## src/rtl/lfsr_step_pkg.sv

```systemverilog
package lfsr_step_pkg;

   // Feedback topology of the shift register
   typedef enum logic {
      FEED_FIB = 1'b0,  // taps summed into bit 0, PRBS style
      FEED_GAL = 1'b1   // feedback XORed into tapped stages, CRC style
   } feed_e;

endpackage

```

## src/rtl/lfsr_bitrev.sv

```systemverilog
module lfsr_bitrev #(
   parameter int W = 8
) (
   input  logic [W-1:0] a_i,
   output logic [W-1:0] y_o
);

   if (W < 1) begin : g_bad_w
      $error("lfsr_bitrev: W must be at least 1");
   end

   for (genvar i = 0; i < W; i++) begin : g_flip
      assign y_o[i] = a_i[W-1-i];
   end

endmodule

```

## src/rtl/lfsr_galois_chain.sv

```systemverilog
module lfsr_galois_chain #(
   parameter int           W    = 32,
   parameter logic [W-1:0] POLY = '0,
   parameter int           N    = 8
) (
   input  logic [W-1:0] st_i,
   input  logic [N-1:0] dat_i,
   output logic [W-1:0] st_o,
   output logic [N-1:0] bit_o
);

   // bit 0 always takes the feedback, so the mask's own bit 0 is not used
   localparam logic [W-1:0] TAPS = {POLY[W-1:1], 1'b0};

   logic [W-1:0] s;
   logic         fb;

   always_comb begin
      s     = st_i;
      fb    = 1'b0;
      bit_o = '0;
      for (int k = 0; k < N; k++) begin
         bit_o[N-1-k] = s[W-1];
         fb           = s[W-1] ^ dat_i[N-1-k];
         s            = {s[W-2:0], fb} ^ (TAPS & {W{fb}});
      end
      st_o = s;
      // the all-zero state with all-zero data stays at zero
      p_gal_zero_r1: assert ((st_i != '0) || (dat_i != '0) || (st_o == '0))
         else $error("galois chain left the zero state");
   end

endmodule

```

## src/rtl/lfsr_fib_chain.sv

```systemverilog
module lfsr_fib_chain #(
   parameter int           W    = 32,
   parameter logic [W-1:0] POLY = '0,
   parameter int           N    = 8
) (
   input  logic [W-1:0] st_i,
   input  logic [N-1:0] dat_i,
   output logic [W-1:0] st_o,
   output logic [N-1:0] bit_o
);

   // mask bit j taps register bit j-1; the top bit is always tapped
   localparam logic [W-2:0] TAPS = POLY[W-1:1];

   logic [W-1:0] s;
   logic         fb;

   always_comb begin
      s     = st_i;
      fb    = 1'b0;
      bit_o = '0;
      for (int k = 0; k < N; k++) begin
         fb           = dat_i[N-1-k] ^ s[W-1] ^ (^(s[W-2:0] & TAPS));
         bit_o[N-1-k] = fb;
         s            = {s[W-2:0], fb};
      end
      st_o = s;
      // every emitted bit also entered the register at bit 0
      for (int k = 0; k < N && k < W; k++) begin
         p_fib_emit_r2: assert (st_o[k] == bit_o[k])
            else $error("fibonacci output bit %0d not in state", k);
      end
      // the untouched upper part is the old state moved up by N
      for (int i = N; i < W; i++) begin
         p_fib_shift_r2: assert (st_o[i] == st_i[i-N])
            else $error("fibonacci state bit %0d not shifted", i);
      end
   end

endmodule

```

## src/rtl/lfsr_step_core.sv

```systemverilog
module lfsr_step_core
   import lfsr_step_pkg::*;
#(
   parameter int                 STATE_W  = 32,
   parameter logic [STATE_W-1:0] TAP_MASK = 32'h04C1_1DB7,
   parameter feed_e              FEED     = FEED_GAL,
   parameter bit                 BIT_REV  = 1'b1,
   parameter int                 STEP_N   = 8
) (
   input  logic [STATE_W-1:0] st_i,
   input  logic [STEP_N-1:0]  dat_i,
   output logic [STATE_W-1:0] st_o,
   output logic [STEP_N-1:0]  bit_o
);

   if (STATE_W < 2) begin : g_bad_w
      $error("lfsr_step_core: STATE_W must be at least 2");
   end
   if (STEP_N < 1) begin : g_bad_n
      $error("lfsr_step_core: STEP_N must be at least 1");
   end

   logic [STATE_W-1:0] ch_st_in;
   logic [STATE_W-1:0] ch_st_out;
   logic [STEP_N-1:0]  ch_dat;
   logic [STEP_N-1:0]  ch_bits;

   // bit order: reversed operation flips state, data and emitted bits
   if (BIT_REV) begin : g_rev
      lfsr_bitrev #(.W(STATE_W)) u_rev_st_in  (.a_i(st_i),      .y_o(ch_st_in));
      lfsr_bitrev #(.W(STEP_N))  u_rev_dat    (.a_i(dat_i),     .y_o(ch_dat));
      lfsr_bitrev #(.W(STATE_W)) u_rev_st_out (.a_i(ch_st_out), .y_o(st_o));
      lfsr_bitrev #(.W(STEP_N))  u_rev_bits   (.a_i(ch_bits),   .y_o(bit_o));
   end else begin : g_fwd
      assign ch_st_in = st_i;
      assign ch_dat   = dat_i;
      assign st_o     = ch_st_out;
      assign bit_o    = ch_bits;
   end

   // topology
   if (FEED == FEED_GAL) begin : g_gal
      lfsr_galois_chain #(
         .W(STATE_W), .POLY(TAP_MASK), .N(STEP_N)
      ) u_chain (
         .st_i(ch_st_in), .dat_i(ch_dat), .st_o(ch_st_out), .bit_o(ch_bits)
      );
   end else begin : g_fib
      lfsr_fib_chain #(
         .W(STATE_W), .POLY(TAP_MASK), .N(STEP_N)
      ) u_chain (
         .st_i(ch_st_in), .dat_i(ch_dat), .st_o(ch_st_out), .bit_o(ch_bits)
      );
   end

endmodule

```

## src/rtl/lfsr_stepper.sv

```systemverilog
module lfsr_stepper
   import lfsr_step_pkg::*;
#(
   parameter int                 STATE_W  = 32,
   parameter logic [STATE_W-1:0] TAP_MASK = 32'h04C1_1DB7,
   parameter logic [STATE_W-1:0] SEED     = '1,
   parameter feed_e              FEED     = FEED_GAL,
   parameter bit                 BIT_REV  = 1'b1,
   parameter bit                 OUT_INV  = 1'b1,
   parameter int                 STEP_N   = 8
) (
   input  logic               clk,
   input  logic               rst,
   input  logic [STEP_N-1:0]  din,
   input  logic               din_vld,
   output logic [STATE_W-1:0] crc_out,
   output logic [STEP_N-1:0]  step_bits
);

   logic [STATE_W-1:0] st_q;
   logic [STATE_W-1:0] st_nxt;

   lfsr_step_core #(
      .STATE_W(STATE_W), .TAP_MASK(TAP_MASK), .FEED(FEED),
      .BIT_REV(BIT_REV), .STEP_N(STEP_N)
   ) u_core (
      .st_i(st_q), .dat_i(din), .st_o(st_nxt), .bit_o(step_bits)
   );

   // reset wins over the valid enable
   always_ff @(posedge clk) begin
      if (rst) begin
         st_q <= SEED;
      end else if (din_vld) begin
         st_q <= st_nxt;
      end
   end

   if (OUT_INV) begin : g_inv
      assign crc_out = ~st_q;
   end else begin : g_plain
      assign crc_out = st_q;
   end

   // reset loads the seed even with valid high
   p_reset_load_r6: assert property (@(posedge clk)
      rst |=> (st_q == SEED))
      else $error("state not seeded after reset");

   // idle cycles keep the state
   p_hold_idle_r7: assert property (@(posedge clk) disable iff (rst)
      !din_vld |=> $stable(st_q))
      else $error("state moved without valid");

endmodule

```

## config.mk

```make
export PLATFORM = sky130hd
export DESIGN_NAME = lfsr_stepper
export DESIGN_NICKNAME = d
export VERILOG_FILES = /design/src/rtl/lfsr_step_pkg.sv /design/src/rtl/lfsr_bitrev.sv /design/src/rtl/lfsr_galois_chain.sv /design/src/rtl/lfsr_fib_chain.sv /design/src/rtl/lfsr_step_core.sv /design/src/rtl/lfsr_stepper.sv
export SDC_FILE = /design/constraint.sdc
export NUM_CORES = 1
export LEC_CHECK = 0
export BUFFER_PORTS_ARGS = -buffer_cell sky130_fd_sc_hd__buf_2
export CORE_AREA = 8 8 74 76
export DETAILED_ROUTE_END_ITERATION = 10
export DIE_AREA = 0 0 82 84
export GPL_TIMING_DRIVEN = 0
export PLACE_DENSITY = 0.73
export SKIP_LAST_GASP = 1
export SYNTH_ARGS = -nofsm -noshare
export SYNTH_HDL_FRONTEND = slang
export SYNTH_SLANG_ARGS = --single-unit
```

## constraint.sdc

```tcl
create_clock -name clk -period 3.3 [get_ports clk]
set_input_delay 0.33 -clock clk [delete_from_list [all_inputs] [get_ports clk]]
set_output_delay 0.33 -clock clk [all_outputs]
set_load 0.02 [all_outputs]
```

==> flow_summary_export.csv, run 1 <==
group,metric,value,unit
global_routing,grt-ovfl-total,0,
timing,final_max_slew_viol_count,0,
synth,yosysSeqAreaShare,0.313,
clock_network,cts_hold_buf,0,
clock_network,postCtsSetupRepairBufs,0,
critical_path,critPathBufInv,0,
route,vias,1562,
timing,clock_skew,0.00445,ns
timing,whs,0.510,ns
route,vias_per_cell,4.79,
route,dr.pass1.iters,4,
timing,setup_tns,0,ns
final_layout,regMostFlops,"st_q",
die,die_w,82,um
critical_path,worstPathCellList,"xnor2_4 -> xnor2_2 -> xnor3_2 -> xnor3_1 -> a211o_1",
final_layout,drive_gt1_frac,0.266,
placed_design,dpl-instance-area,2350,um^2
route,drt_wl_total,4.94,mm
die,start_util,0.481,
pwr,vdd_drop_max,0.000566,V
final_layout,fin_area,2440,um^2
synth,synth_cell_types,16,
final_layout,final_core_util,0.573,
timing,fin_crit,2.30,ns
final_layout,largest_reg_flops,32,
placed_design,place.gp.congestion,0.816,
critical_path,cp_slowest_cell,"xnor3_2",
timing,slew_headroom,0.542,
critical_path,crit_path_start_kind,"flop",
synth,synth_fp_nets,229,
synth,yosys.area.top_type,"dfxtp_1",
route,ant_nets,0,
synth,synth_seq_cells,32,
clock_network,worstSkewPairLatency,0.29,ns
synth,synth-edff-count,0,
final_layout,reg_top3,"st_q x32",
synth,async_flop_share,0,
placed_design,place_hpwl,3.74,mm
timing,worstMarginPinSlew,0.682,ns
clock_network,root_buffer,"clkbuf_8",
critical_path,arrival,2.48,ns
die,die_y,84,um
synth,synth_top_area_share,0.313,
critical_path,worstSetupPathType,"reg -> reg",
final_layout,layout.nets,284,
min_path,worstHoldPathType,"reg -> reg",
critical_path,worst_ep_required_time,3.48,ns
placed_design,placed_cells,318,
clock_network,numCtsBuffers,5,
placed_design,io_buffer_count,48,
pwr,powerDensity,1200,nW/um^2
timing,finalSetupViolCount,0,
die,core,4260,um^2
timing,finalCritPeriodShare,0.697,
clock_network,cts.sinks,32,
synth,synth_area,2050,um^2
clock_network,clockBufferDepth,2,
final_layout,antenna_cells,0,
route,drtIter0Drc,81,
global_routing,first_global_vias,1635,
critical_path,cp-end-kind,"flop",
global_routing,grt_max_degree,11,
global_routing,antenna_found_initial,0,
timing,rsz0062_at_grt,"no",
synth,synth.area.top_cells,"dfxtp_1, xnor2_1, a211o_1",
synth,yosysWarnings,0,
die,die-area,6890,um^2
route,drc,0,
timing,timing.fmax,435,MHz
timing,timing.final.ws_setup,1.00,ns
synth,synth_flop_cell,"dfxtp_1",
synth,syn_area_per_cell,9.40,um^2
die,ios,51,
synth,syn_inst,218,
global_routing,grt_pass1_wl,8.05,mm
clock_network,ctsHtreeMaxLevel,2,
critical_path,critPathMaxStageDelay,0.53,ns
placed_design,dpl_worst_slack,0.956,ns
run_status,status,"finished clean",
synth,synth_most_common_cell,"xnor2_1",
clock_network,cts_resized,0,
synth,synth_common_cells,"xnor2_1, inv_1, dfxtp_1",
critical_path,crit_family,"XOR/XNOR gates",
critical_path,worstPathMaxFanout,5,
die,rows,24,
global_routing,grt.total_usage,0.150,
timing,finalHoldViolations,0,
clock_network,cts_tree,"yes",
pwr,totalPowerFinal,2.94,mW
route,drt-wirelength-per-cell,15.2,um
final_layout,stdcell_count,326,
final_layout,synthToLayoutAreaGrowth,19.3,%
pwr,p_leak,1.26,nW
run,cap_violations,0,
clock_network,path_clk_slew,0.07,ns
[cell usage in the layout (no fill, tap or decap)]
cell	synthesis	layout
clkbuf_1	8	10
nand2_1	16	16
xnor2_4	5	5
inv_1	33	33
buf_4	6	6
clkbuf_8	0	6
xnor2_1	48	48
nor2_1	17	17
o211ai_1	14	14
o21ai_0	1	1
a211o_1	17	17
buf_2	0	48
xnor3_1	2	2
dfxtp_1	32	32
xor2_1	9	9
xnor3_2	1	1
xnor2_2	7	7
buf_1	2	2
[report_power, final]
part	internal, mW	switching (mW)
Sequential	0.524	0.106
Clock	0.170	0.151
Combinational	0.945	1.04
Total	1.64	1.30
[kinds of logic (layout without fill, tap and decap cells)]
group                  count (synthesis)  count (layout)  synth area share
flip-flops                            32              32             0.313
AND/OR/NAND/NOR                       33              33            0.0604
XOR/XNOR                              72              72             0.400
AO/OA/AOI/OAI                         32              32             0.126
buffers and inverters                 49             105             0.101
[worst register-to-register path: cells and delay by family, from the launching register on]
family / cells / cell delay [ns]
XOR/XNOR: 4 / 1.46
flip-flops: 1 / 0.44
AO/OA/AOI/OAI: 1 / 0.30
[final cells by class]
type,count,area [um^2]
inverter,33,124
clock buffer,8,90.1
fill,394,1820
timing repair buffer,48,240
multi-input combinational,137,1200
sequential,32,641
buffer,16,82.6
tap,52,65.1
[per-layer routing]
| layer | up-vias | wire length (um) | GRT usage |
|---|---|---|---|
| met5 | - | 0 | 0 |
| met4 | 0 | 51 | 0.0431 |
| met3 | 6 | 331 | 0.0399 |
| met2 | 48 | 2390 | 0.251 |
| met1 | 721 | 2170 | 0.180 |
| li1 | 787 | - | - |
[final timing paths]
kind | startpoint | endpoint | slack [ns] | cells past startpoint
worst min register to register | st_q[28] | st_q[28] | 0.51 | 2
worst max register to register | st_q[1] | st_q[19] | 1.0 | 5
worst max-delay path | st_q[1] | st_q[19] | 1.0 | 5
worst min-delay path | st_q[28] | st_q[28] | 0.51 | 2
Power figures use the tool's default switching activity.
==> run 2, diff against run 1 <==
Settings changed: CORE_AREA 8 8 74 76 to 8 8 75 77, DIE_AREA 0 0 82 84 to 0 0 83 85, PLACE_DENSITY 0.73 to 0.74.
Clock period 3.3 ns to 2.1 ns, I/O delays scaled along.
==> run 2 against run 1 <==
- die area rose by 2.4%
- critical path type unchanged
- count of clock-buffer cells in the layout fell by 3
- first-iteration DRC count rose by 48%
- core utilization fell by 1.4 points
- critical endpoint unchanged
- routed wire length rose by 2.2%
- via count rose by 3.3%
- total power rose by 60%
- maximum frequency rose by 12%
- clock skew fell by 0.0021 ns
- hold slack got worse by 0.10 ns
==> flow_summary_export.csv, run 2 (synthesis gave the netlist of run 1 again) <==
group,metric,value,unit
critical_path,worst_ep_required_time,2.27,ns
timing,setup_tns,0,ns
critical_path,worstPathMaxFanout,5,
global_routing,grt-ovfl-total,0,
route,ant_nets,0,
die,start_util,0.452,
timing,final_max_slew_viol_count,0,
pwr,vdd_drop_max,0.000872,V
global_routing,grt.total_usage,0.145,
critical_path,worstPathCellList,"xnor2_4 -> xnor2_4 -> xnor3_2 -> xnor3_1 -> a211o_1",
route,drtIter0Drc,120,
timing,finalCritPeriodShare,0.979,
run,cap_violations,0,
timing,rsz0062_at_grt,"no",
timing,whs,0.408,ns
run_status,status,"finished clean",
global_routing,grt_max_degree,11,
critical_path,r2r_end,"st_q[19]",
timing,slew_headroom,0.619,
critical_path,reg2reg_from,"st_q[1]",
pwr,seqPwrFrac,0.214,
pwr,power_frac_comb,0.694,
critical_path,worstSetupPathType,"reg -> reg",
final_layout,nFillCells,405,
timing,worstMarginPinSlew,0.571,ns
min_path,holdPathStages,3,
clock_network,cts.sinks,32,
final_layout,layout.nets,288,
final_layout,synthToLayoutAreaGrowth,23.8,%
clock_network,ctsHtreeMaxLevel,2,
clock_network,clockBufferDepth,2,
final_layout,reg_top3,"st_q x32",
route,vias,1614,
clock_network,cts_hold_buf,0,
placed_design,place.gp.congestion,0.871,
placed_design,place_hpwl,3.73,mm
timing,timing.final.ws_setup,0.0446,ns
route,drc,0,
global_routing,grt_pass1_wl,8.34,mm
final_layout,layout_commonest_cell,"buf_2",
min_path,worstHoldStart,"din_vld",
pwr,swShare,0.441,
pwr,totalPowerFinal,4.69,mW
final_layout,layout_common_cells,"buf_2, xnor2_1, inv_1, dfxtp_1",
die,ios,51,
timing,finalHoldViolations,0,
critical_path,arrival,2.23,ns
route,drt_wl_total,5.05,mm
final_layout,antenna_cells,0,
critical_path,critPathMaxStageDelay,0.51,ns
final_layout,largest_reg_flops,32,
global_routing,antenna_found_initial,0,
global_routing,first_global_vias,1678,
clock_network,root_buffer,"clkbuf_8",
final_layout,regMostFlops,"st_q",
critical_path,cp-end-kind,"flop",
critical_path,reg2reg_slack,0.04,ns
placed_design,placed_cells,320,
clock_network,worstSkewPairLatency,0.28,ns
die,die_y,85,um
final_layout,drive_gt1_frac,0.295,
timing,finalSetupViolCount,0,
critical_path,reg2regPathDepth,5,
route,drt-wirelength-per-cell,15.3,um
timing,fin_crit,2.06,ns
placed_design,dpl_worst_slack,-0.204,ns
timing,clock_skew,0.00239,ns
pwr,powerDensity,1850,nW/um^2
timing,timing.fmax,487,MHz
clock_network,cts_tree,"yes",
clock_network,path_clk_slew,0.06,ns
critical_path,critPathMostFrequentCell,"xnor2_4",
critical_path,cp_slowest_cell,"xnor3_2",
route,dr.pass1.iters,4,
die,die_w,83,um
die,rows,25,
min_path,min_to,"st_q[18]",
min_path,worstHoldPathType,"in -> reg",
route,vias_per_cell,4.91,
pwr,internal-power,2.62,mW
clock_network,numCtsBuffers,5,
final_layout,stdcell_count,329,
die,core,4540,um^2
critical_path,crit_path_start_kind,"flop",
placed_design,io_buffer_count,48,
pwr,power_switching,2.07,mW
die,die-area,7060,um^2
pwr,p_leak,1.30,nW
pwr,pwr-share-clk,0.092,
-- run 2: cell types whose count changed in the layout (fill, tap and decap cells not counted), sizes merged --
cell | before | now
buf | 56 | 60
clkbuf | 16 | 13
-- run 2: critical path: cells and delay by family, from the launching register on --
family | cells | cell delay, ns
DFF | 1 | 0.35
AOI/OAI and AO/OA | 1 | 0.29
xor gates and xnor gates | 4 | 1.29
-- run 2: metal layers --
| layer | part of all wire | up-vias | global-route usage |
|---|---|---|---|
| met3 | 0.070 | 4 | 0.0498 |
| met1 | 0.44 | 767 | 0.172 |
| li1 | - | 793 | - |
| met5 | 0 | - | 0 |
| met2 | 0.48 | 50 | 0.247 |
| met4 | 0.0065 | 0 | 0.0304 |
-- run 2: final cells by class --
class	instances	area (um^2)	share of cell area
clock buffers	5	68.8	0.0271
well taps	54	67.6	0.0266
plain buffers	16	82.6	0.0325
repair buffers	52	270	0.107
multi-input cells	137	1280	0.505
flip-flops and latches	32	643	0.253
inverters	33	124	0.0488
-- run 2: repair_timing --
action,4_1_cts,5_1_grt
setup buffers,4,0
gates cloned,0,0
resized for setup,7,3
hold endpoints to repair,0,0
pin swaps,4,0
endpoints found under the setup margin,3,9
-- run 2: how the worst max path moves through the flow --
stage	startpoint	to	slack (ns)	cells past startpoint
2_1_floorplan	st_q[0]	st_q[19]	0.005	5
4_1_cts	st_q[4]	st_q[27]	0.03	5
5_1_grt	st_q[1]	st_q[19]	0.006	5
6_report	st_q[1]	st_q[19]	0.04	5
3_3_place_gp	st_q[3]	st_q[22]	-0.20	5
3_5_place_dp	st_q[0]	st_q[19]	-0.20	5
-- run 2: power groups by stage --
stage / registers (mW) / logic, mW / clock network, mW
final: 1.00 / 3.26 / 0.430
after global routing: 1.03 / 3.52 / 0.473
after CTS: 0.995 / 3.27 / 0.435
after detailed placement: 1.00 / 3.13 / 0
after global placement: 0.990 / 3.10 / 0
after floorplan: 0.970 / 2.52 / 0
-- run 2: per-stage QoR --
step                      area, um^2   util
after CTS                       2510  0.553
final                           2540  0.559
after global placement          2360  0.520
after detailed placement        2360  0.520
after floorplan                 2050      -
after global routing            2540  0.559
==> run 3, diff against run 2 <==
--- a/config.mk
+++ b/config.mk
@@ -7,9 +7,9 @@
 export LEC_CHECK = 0
 export BUFFER_PORTS_ARGS = -buffer_cell sky130_fd_sc_hd__buf_2
-export CORE_AREA = 8 8 75 77
+export CORE_AREA = 8 8 77 79
 export DETAILED_ROUTE_END_ITERATION = 10
-export DIE_AREA = 0 0 83 85
+export DIE_AREA = 0 0 85 87
 export GPL_TIMING_DRIVEN = 0
-export PLACE_DENSITY = 0.74
+export PLACE_DENSITY = 0.7
 export SKIP_LAST_GASP = 1
 export SYNTH_ARGS = -nofsm -noshare
==> constraint.sdc (replaced) <==
create_clock -name clk -period 2.1 [get_ports clk]
set_input_delay 0.42 -clock clk [delete_from_list [all_inputs] [get_ports clk]]
set_output_delay 0.42 -clock clk [all_outputs]
set_load 0.02 [all_outputs]
==> run 3 against run 2 <==
- first-iteration DRC count up 90%
- cell count up 1.5%
- total power grew 1.6%
- final area grew 1.5%
- maximum frequency up 0.93%
- setup slack improved by 0.019 ns
- hold slack gained 0.11 ns
- largest cell class unchanged
==> flow_summary_export.csv, run 3 (synthesis gave the netlist of run 1 again) <==
group,metric,value,unit
placed_design,io_buffer_count,48,
final_layout,largest_reg_flops,32,
critical_path,cp_slowest_cell,"dfxtp_1",
final_layout,regMostFlops,"st_q",
clock_network,cts_tree,"yes",
final_layout,synthToLayoutAreaGrowth,25.6,%
final_layout,reg_top3,"st_q x32",
critical_path,critPathBufInv,0,
critical_path,arrival,2.21,ns
timing,slew_headroom,0.613,
critical_path,reg2reg_slack,0.06,ns
pwr,powerDensity,1850,nW/um^2
global_routing,grt_max_degree,11,
critical_path,critPathMaxStageDelay,0.45,ns
global_routing,grt_pass1_wl,8.10,mm
route,drt-wirelength-per-cell,15.2,um
placed_design,place.gp.congestion,0.833,
route,vias,1607,
final_layout,layout_commonest_cell,"buf_2",
critical_path,worstPathMaxFanout,5,
route,drtIter0Drc,228,
run_status,status,"finished clean",
route,drc,0,
die,die_w,85,um
critical_path,setup.worst_path.start,"st_q[0]",
final_layout,layout_common_cells,"buf_2, xnor2_1, inv_1, dfxtp_1",
pwr,vdd_drop_max,0.000740,V
die,die_y,87,um
route,dr.pass1.iters,4,
final_layout,antenna_cells,0,
timing,rsz0062_at_grt,"yes",
min_path,worstHoldPathType,"reg -> reg",
clock_network,worstSkewPairLatency,0.29,ns
clock_network,numCtsBuffers,5,
placed_design,place_hpwl,3.72,mm
final_layout,drive_gt1_frac,0.302,
clock_network,path_clk_slew,0.07,ns
critical_path,crit_path_start_kind,"flop",
final_layout,layout.nets,289,
min_path,worstHoldStart,"st_q[15]",
critical_path,critPathMostFrequentCell,"xnor2_4",
critical_path,worst_ep_required_time,2.28,ns
critical_path,reg2reg_from,"st_q[0]",
critical_path,cp-end-kind,"flop",
route,vias_per_cell,4.81,
die,rows,26,
clock_network,ctsHtreeMaxLevel,2,
timing,fin_crit,2.04,ns
global_routing,first_global_vias,1532,
timing,timing.fmax,491,MHz
pwr,p_leak,1.32,nW
route,drt_wl_total,5.06,mm
timing,finalCritPeriodShare,0.970,
die,core,4850,um^2
critical_path,crit_family,"XOR/XNOR gates",
timing,clock_skew,0.0107,ns
clock_network,cts_hold_buf,0,
clock_network,root_buffer,"clkbuf_8",
run,cap_violations,0,
timing,finalHoldViolations,0,
die,ios,51,
timing,final_max_slew_viol_count,0,
critical_path,worstPathCellList,"xnor2_4 -> xnor2_4 -> xnor3_2 -> xnor3_1 -> a211o_1",
timing,setup_tns,0,ns
die,start_util,0.423,
pwr,totalPowerFinal,4.77,mW
timing,finalSetupViolCount,0,
clock_network,cts.sinks,32,
global_routing,antenna_found_initial,0,
die,die-area,7400,um^2
clock_network,clockBufferDepth,2,
global_routing,grt-ovfl-total,0,
critical_path,worstSetupPathType,"reg -> reg",
route,ant_nets,0,
global_routing,grt.total_usage,0.145,
timing,worstMarginPinSlew,0.580,ns
[run 3: cell type report]
| type | instances | area [um^2] |
|---|---|---|
| plain buffers | 16 | 82.6 |
| multi-input cells | 137 | 1280 |
| fillers | 438 | 2270 |
| flip-flops and latches | 32 | 643 |
| repair buffers | 53 | 278 |
| clock buffers | 7 | 96.3 |
| inverters | 33 | 124 |
| well taps | 56 | 70.1 |
[run 3: power breakdown]
group | leakage, nW | internal [mW] | switching, mW
Sequential | 0.266 | 0.826 | 0.168
Clock | 0.0503 | 0.292 | 0.232
Combinational | 0.999 | 1.59 | 1.66
Total | 1.32 | 2.71 | 2.06
[run 3: worst paths after layout]
kind | to | depth (start not counted)
max | st_q[19] | 5
max reg2reg | st_q[19] | 5
min | st_q[15] | 2
min reg2reg | st_q[15] | 2
[run 3: timing repair]
| action | CTS | global route |
|---|---|---|
| pin swaps | 3 | 1 |
| gates resized for setup | 4 | 5 |
| setup buffers | 3 | 2 |
| endpoints found under the setup margin | 4 | 5 |
[run 3: metal layers]
layer / part of all wire / GRT usage
met1: 0.43 / 0.167
met3: 0.083 / 0.0538
met4: 0.016 / 0.0583
met5: 0 / 0
met2: 0.47 / 0.237
[run 3: worst register-to-register path, cell delays in order (launching register included)]
cell and delay (ns):
dfxtp_1 0.45, xnor2_4 0.17, xnor2_4 0.35, xnor3_2 0.33, xnor3_1 0.34, a211o_1 0.29
[run 3: stage by stage]
| step | setup slack [ns] | util | cell area (um^2) | std cells | hold slack, ns |
|---|---|---|---|---|---|
| detailed placement | -0.343 | 0.489 | 2370 | 322 | 0.509 |
| finish | 0.0635 | 0.531 | 2570 | 334 | 0.518 |
| global placement | -0.335 | 0.489 | 2370 | 322 | 0.505 |
| floorplan | 0.0267 | - | 2060 | 218 | 0.488 |
| global route | -0.0159 | 0.531 | 2570 | 334 | 0.546 |
| CTS | 0.00630 | 0.522 | 2530 | 332 | 0.520 |
